--- config.mk ---
export PLATFORM = sky130hd
export DESIGN_NAME = iack_bus_adapter
export DESIGN_NICKNAME = d
export VERILOG_FILES = /design/src/rtl/iack_adapter_pkg.sv /design/src/rtl/iack_seq.sv /design/src/rtl/wr_seq.sv /design/src/rtl/rd_gate.sv /design/src/rtl/iack_bus_adapter.sv
export SDC_FILE = /design/constraint.sdc
export NUM_CORES = 1
export LEC_CHECK = 0
export BUFFER_PORTS_ARGS = -buffer_cell sky130_fd_sc_hd__buf_2
export CAP_MARGIN = 5
export CELL_PAD_IN_SITES_DETAIL_PLACEMENT = 1
export CELL_PAD_IN_SITES_GLOBAL_PLACEMENT = 2
export CORE_MARGIN = 1
export CORE_UTILIZATION = 30
export CTS_CLUSTER_DIAMETER = 150
export CTS_CLUSTER_SIZE = 25
export DETAILED_ROUTE_END_ITERATION = 7
export GPL_TIMING_DRIVEN = 0
export PLACE_DENSITY_LB_ADDON = 0.1
export SKIP_LAST_GASP = 1
export SLEW_MARGIN = 20
export SYNTH_ARGS = -nofsm -noshare
export SYNTH_HDL_FRONTEND = slang
export SYNTH_SLANG_ARGS = --single-unit
--- constraint.sdc ---
create_clock -name clk -period 1.4 [get_ports clk]
set_clock_uncertainty 0.1 [all_clocks]
set_input_delay 0.07 -clock clk [delete_from_list [all_inputs] [get_ports clk]]
set_output_delay 0.07 -clock clk [all_outputs]
set_load 0.01 [all_outputs]
--- src/rtl/iack_adapter_pkg.sv ---
package iack_adapter_pkg;

    typedef enum logic [2:0] {
        ACK_IDLE,
        ACK_FIRST,
        ACK_GAP,
        ACK_SETTLE,
        ACK_VECTOR
    } ack_state_e;

    typedef enum logic [1:0] {
        WR_IDLE,
        WR_DELAY,
        WR_DRIVE
    } wr_state_e;

    typedef struct packed {
        logic io;
        logic cs;
        logic rd;
        logic wr;
        logic ack;
    } cpu_req_t;

    function automatic int ceil_div(input int num, input int den);
        return (num + den - 1) / den;
    endfunction

endpackage

--- src/rtl/iack_seq.sv ---
module iack_seq
    import iack_adapter_pkg::*;
#(
    parameter int SETTLE_CYC = 7,
    parameter int ACK_WAITS  = 2
) (
    input  logic clk,
    input  logic rst,
    input  logic ack_in,
    input  logic start_ok,
    output logic iack,
    output logic vec_rd,
    output logic hold,
    output logic idle
);
    localparam int SW = $clog2(SETTLE_CYC + 1);
    localparam int AW = $clog2(ACK_WAITS + 1);
    localparam logic [SW-1:0] SETTLE_V = SW'(SETTLE_CYC);
    localparam logic [AW-1:0] WAITS_V  = AW'(ACK_WAITS);

    ack_state_e    st_q, st_d;
    logic [SW-1:0] settle_q;
    logic [AW-1:0] wait_q;

    always_comb begin
        st_d = st_q;
        unique case (st_q)
            ACK_IDLE:   if (ack_in && start_ok) st_d = ACK_FIRST;
            ACK_FIRST:  if (!ack_in) st_d = ACK_GAP;
            ACK_GAP:    if (ack_in) st_d = ACK_SETTLE;
            ACK_SETTLE: if (settle_q >= SETTLE_V) st_d = ACK_VECTOR;
            ACK_VECTOR: if (!ack_in) st_d = ACK_IDLE;
            default:    st_d = ACK_IDLE;
        endcase
    end

    always_ff @(posedge clk) begin
        if (rst) begin
            st_q     <= ACK_IDLE;
            settle_q <= '0;
            wait_q   <= '0;
        end else begin
            st_q <= st_d;
            if (st_q == ACK_IDLE)
                settle_q <= '0;
            else if (settle_q < SETTLE_V)
                settle_q <= settle_q + 1'b1;
            if (st_q != ACK_VECTOR)
                wait_q <= '0;
            else if (wait_q < WAITS_V)
                wait_q <= wait_q + 1'b1;
        end
    end

    assign idle   = (st_q == ACK_IDLE);
    assign iack   = !idle;
    assign vec_rd = (st_q == ACK_VECTOR);
    assign hold   = (st_q == ACK_SETTLE) || (vec_rd && (wait_q < WAITS_V));

endmodule

--- src/rtl/wr_seq.sv ---
module wr_seq
    import iack_adapter_pkg::*;
#(
    parameter int DELAY_CYC = 1,
    parameter int WAITS     = 1
) (
    input  logic clk,
    input  logic rst,
    input  logic go,
    input  logic wr_in,
    output logic strobe,
    output logic hold,
    output logic idle
);
    localparam int DW = $clog2(DELAY_CYC + 1);
    localparam int WW = $clog2(WAITS + 1);
    localparam logic [DW-1:0] DLY_LAST = DW'(DELAY_CYC - 1);
    localparam logic [WW-1:0] WAITS_V  = WW'(WAITS);

    wr_state_e     st_q, st_d;
    logic [DW-1:0] dly_q;
    logic [WW-1:0] wait_q;

    always_comb begin
        st_d = st_q;
        unique case (st_q)
            WR_IDLE:  if (go) st_d = WR_DELAY;
            WR_DELAY: if (!wr_in) st_d = WR_IDLE;
                      else if (dly_q == DLY_LAST) st_d = WR_DRIVE;
            WR_DRIVE: if (!wr_in) st_d = WR_IDLE;
            default:  st_d = WR_IDLE;
        endcase
    end

    always_ff @(posedge clk) begin
        if (rst) begin
            st_q   <= WR_IDLE;
            dly_q  <= '0;
            wait_q <= '0;
        end else begin
            st_q <= st_d;
            if (st_q != WR_DELAY)
                dly_q <= '0;
            else
                dly_q <= dly_q + 1'b1;
            if (st_q != WR_DRIVE)
                wait_q <= '0;
            else if (wait_q < WAITS_V)
                wait_q <= wait_q + 1'b1;
        end
    end

    assign idle   = (st_q == WR_IDLE);
    assign strobe = (st_q == WR_DRIVE);
    assign hold   = (st_q == WR_DELAY) || (strobe && (wait_q < WAITS_V));

endmodule

--- src/rtl/rd_gate.sv ---
module rd_gate (
    input  logic clk,
    input  logic rst,
    input  logic qualify,
    output logic strobe
);
    always_ff @(posedge clk) begin
        if (rst) strobe <= 1'b0;
        else     strobe <= qualify;
    end
endmodule

--- src/rtl/iack_bus_adapter.sv ---
module iack_bus_adapter
    import iack_adapter_pkg::*;
#(
    parameter int CLK_PERIOD_NS = 125,
    parameter int SETTLE_NS     = 800,
    parameter int ACK_WAITS     = 2,
    parameter int WR_DELAY_CYC  = 1,
    parameter int WR_WAITS      = 1
) (
    input  logic clk,
    input  logic rst,
    input  logic cpu_io_sel,
    input  logic cpu_rd,
    input  logic cpu_wr,
    input  logic cpu_ack,
    input  logic cs_match,
    output logic per_iack,
    output logic per_rd,
    output logic per_wr,
    output logic cpu_ready
);
    localparam int SETTLE_CYC = ceil_div(SETTLE_NS, CLK_PERIOD_NS);

    cpu_req_t req;
    logic ack_idle, wr_idle, io_rd_q, vec_rd, ack_hold, wr_hold, wr_strobe;
    logic io_hit, bus_quiet;

    assign req       = '{io: cpu_io_sel, cs: cs_match, rd: cpu_rd, wr: cpu_wr, ack: cpu_ack};
    assign io_hit    = req.io && req.cs;
    assign bus_quiet = ack_idle && !req.ack;

    iack_seq #(
        .SETTLE_CYC (SETTLE_CYC),
        .ACK_WAITS  (ACK_WAITS)
    ) ack_i (
        .clk      (clk),
        .rst      (rst),
        .ack_in   (req.ack),
        .start_ok (wr_idle && !io_rd_q),
        .iack     (per_iack),
        .vec_rd   (vec_rd),
        .hold     (ack_hold),
        .idle     (ack_idle)
    );

    wr_seq #(
        .DELAY_CYC (WR_DELAY_CYC),
        .WAITS     (WR_WAITS)
    ) wr_i (
        .clk    (clk),
        .rst    (rst),
        .go     (io_hit && req.wr && !req.rd && bus_quiet && !io_rd_q),
        .wr_in  (req.wr),
        .strobe (wr_strobe),
        .hold   (wr_hold),
        .idle   (wr_idle)
    );

    rd_gate rd_i (
        .clk     (clk),
        .rst     (rst),
        .qualify (io_hit && req.rd && !req.wr && bus_quiet && wr_idle),
        .strobe  (io_rd_q)
    );

    assign per_rd    = io_rd_q || vec_rd;
    assign per_wr    = wr_strobe;
    assign cpu_ready = !(ack_hold || wr_hold);

endmodule

==> metrics.md <==
| Metric | Value |
|---|---|
| Status | finished, violations left |
| Violated checks | setup timing |
| Final Hold Fails | 0 |
| Syn Area/Cell | 8.43 sq um |
| CTS tree | done |
| RR Endpoint | ack_i.st_q[1]$_SDFFE_PP0P_ |
| Worst Setup End Kind | output pin |
| Post-Layout Inst Area | 842 sq um |
| Starting Density | 33.7% |
| Peak Freq | 0.664 GHz |
| Cells on worst reg2reg path | 5 |
| Relative slew margins | 69.8% |
| Metal3 WL | 70 um |
| Hold path start | cpu_ack |
| Pwr dens | 850 nW/um^2 |
| YS warnings | 0 |
| Die H | 47.0 um |
| Final WS setup | -107 ps |
| Core ar. | 1800 sq um |
| Minimum hold slack | 37.1 ps |
| CTS buffer count | 3 |
| Layout cell share with drive strength beyond 1 | 35.5% |
| Maximum net fanout on the critical path | 4 |
| First-pass GRT wire length | 2230 um |
| Clock transition at path regs | 90 ps |
| CTS root buf | clkbuf_4 |
| Metal2 WL | 677 um |
| Wire length per cell | 12.1 um |
| Post-route DRC | 0 |
| Nets@finish | 103 |
| Logic gate share of total power | 13.5% |
| Cell Area, Synth | 607 sq um |
| Sequential area share after synthesis | 42.9% |
| Full die area | 2210 sq um |
| Most common cell after layout, fill and taps aside | buf_2 |
| Synthesized netlist cell count | 72 |
| Worst Tran Pin Value | 453 ps |
| Setup violators final | 2 |
| Critical path type | reg -> out |
| Max Cap Viol | 0 |
| Routed WL | 1430 um |
| Clock Tree Buf Depth | 2 |
| P_sw | 0.183 mW |
| Register bit total from synthesis | 13 |
| Multi-input combinational cell area | 369 sq um |
| Commonest non-fill, non-tap cells in the layout | buf_2 (10), nor2_1 (9), dfxtp_1 (7), buf_4 (6), inv_1 (5) |
| Worst skew pair latency | 280 ps |
| Top layer in use | met4 |
| CP arrival | 1340 ps |
| Switching Share | 25.6% |
| GRT overflow | 0 |
| Period Utilization, post-route | 108% |
| R2R setup slack | 60 ps |
| Worst Path Required | 1230 ps |
| Initial drt markers | 4 |
| HPWL after DPL | 959 um |
| Sequential power share | 53.8% |
| Mean number of vias per cell | 4.91 |
| RSZ-0062 raised after global routing | yes |
| Antenna diode count | 0 |
| Clk sink count | 13 |
| Leakage power | 0.358 nW |
| DRT antenna net count | 0 |
| Syn Nets | 81 |
| CP startpoint | ack_i.st_q[0]$_SDFFE_PP0P_ |
| 1st-pass router iterations | 4 |
| Worst Setup EP | cpu_ready |
| Count of different cell masters after synthesis | 30 |
| Placed Area | 688 sq um |
| Launching point of the worst reg2reg path | ack_i.settle_q[0]$_SDFFE_PP0N_ |
| Pint | 0.533 mW |
| Critical path cell sequence | or3b_4 > o22ai_2 > a211oi_1 > buf_2 |
| Final-layout fill cell count | 229 |
| Vias in the first global route | 528 |
| Clock Power Share | 32.8% |
| Worst path max stage delay | 410 ps |
| M1 wire length | 658 um |
| Initial antenna violation count | 0 |
| Io pins | 11 |
| Port buffer count | 10 |
| Min Tclk post-route | 1510 ps |
| Vias | 579 |
| Routability cong. | 0.710 |
| # rows | 15 |
| H-tree depth | 1 |
| Reg area | 278 sq um |
| Startpoint types | flop |
| Layout area overhead | 38.8% |
| Max-slew violations | 0 |
| Peak VDD IR | 0.431 mV |
| CP max-delay cell | or3b_4 |
| Hold Crit Class | in -> reg |
| Largest net degree at the start of global routing | 11 |
| Die X-Extent | 47.0 um |
| GRT Total Usage | 15.3% |
[critical path, delay by kind of cell, from the launching register on]
family,cells,cell delay [ps]
AND/OR/NAND/NOR,1,410
buffers and inverters,1,140
AO/OA/AOI/OAI,2,150
flip-flops,1,350
[synth_stat cells]
library cell | n | area share [%]
nor4b_1 | 1 | 1.4
o21a_1 | 2 | 2.5
or2b_1 | 1 | 1.2
nand4_1 | 1 | 1.0
a31oi_1 | 1 | 1.0
buf_6 | 1 | 1.9
nand3_1 | 2 | 1.6
ha_1 | 2 | 4.1
and3_1 | 1 | 1.0
o22ai_1 | 1 | 1.0
a21oi_1 | 4 | 3.3
dfxtp_1 | 13 | 43
a22oi_1 | 1 | 1.2
and2_0 | 1 | 1.0
clkbuf_1 | 1 | 0.62
and2b_2 | 1 | 1.4
inv_1 | 5 | 3.1
nand2b_1 | 2 | 2.1
nor2_1 | 9 | 5.6
nor2b_1 | 1 | 1.0
nor4_1 | 1 | 1.0
or3_1 | 1 | 1.0
nor3_1 | 5 | 4.1
or3b_4 | 1 | 1.9
o21ai_0 | 2 | 1.6
a211oi_1 | 3 | 3.7
nand3b_1 | 2 | 2.5
or2_0 | 1 | 1.0
nand2_1 | 4 | 2.5
xor2_1 | 1 | 1.4
[registers in the layout, summed over array words and instances (netlist names)]
| register | count |
|---|---|
| ack_i.settle_q | 3 |
| ack_i.st_q | 3 |
| ack_i.wait_q | 2 |
| wr_i.st_q | 2 |
| rd_i.strobe | 1 |
| wr_i.dly_q | 1 |
| wr_i.wait_q | 1 |
[cell type report]
class                           count  area share, %
Multi-Input combinational cell     52           43.8
Sequential cell                    13           33.0
Timing Repair Buffer               18           13.7
Tap cell                           25           3.71
Clock buffer                        4           3.12
Inverter                            5           2.23
Buffer                              1          0.446
[per-layer routing]
layer  track usage [%]  up-vias
met5                 0        -
li1                  -      293
met2              21.9       13
met1              20.4      269
met4              10.3        0
met3              3.46        4
[metrics by stage]
stage	setup TNS [ps]	setup WS, ps	std cells	power, mW	util, %
5_1_grt	-427	-178	118	0.766	46.7
3_3_place_gp	-23.9	-23.9	107	0.471	38.2
2_1_floorplan	0	112	72	0.443	-
6_report	-194	-107	118	0.716	46.7
3_5_place_dp	-46.4	-46.4	107	0.471	38.2
4_1_cts	-384	-126	116	0.715	42.7
[power groups by stage]
stage          Combinational (mW)  Clock [mW]  Sequential (mW)
2_1_floorplan              0.0487           0            0.395
3_3_place_gp               0.0737           0            0.397
3_5_place_dp               0.0738           0            0.397
4_1_cts                    0.0768       0.250            0.388
5_1_grt                     0.109       0.270            0.386
6_report                   0.0963       0.235            0.385
[worst min-delay path by stage]
| stage | end | slack, ps | cells after the start |
|---|---|---|---|
| floorplan | wr_i.st_q[0]$_SDFFE_PP0P_ | 90 | 2 |
| global placement | rd_i.strobe$_SDFF_PP0_ | 220 | 3 |
| detailed placement | wr_i.st_q[0]$_SDFFE_PP0P_ | 230 | 3 |
| CTS | ack_i.st_q[0]$_SDFFE_PP0P_ | 4 | 4 |
| global route | ack_i.st_q[2]$_SDFFE_PP0P_ | 20 | 4 |
| finish | ack_i.st_q[2]$_SDFFE_PP0P_ | 40 | 4 |
[timing repair]
action | 4_1_cts | 5_1_grt
pin swaps | 3 | 2
resized for setup | 7 | 13
hold buffers | 2 | 0
buffers inserted | 4 | 2
setup endpoints to repair | 4 | 6
hold endpoints to repair | 3 | 0
[cell families after synthesis]
group,Yosys count,share of synthesized area (%)
AOI/OAI and AO/OA,14,14.4
xor gates and xnor gates,1,1.44
adders and majority gates,2,4.12
buffers and inverters,7,5.57
DFF,13,42.9
and+or+nand+nor,35,31.5
Power figures use the tool's default switching activity.
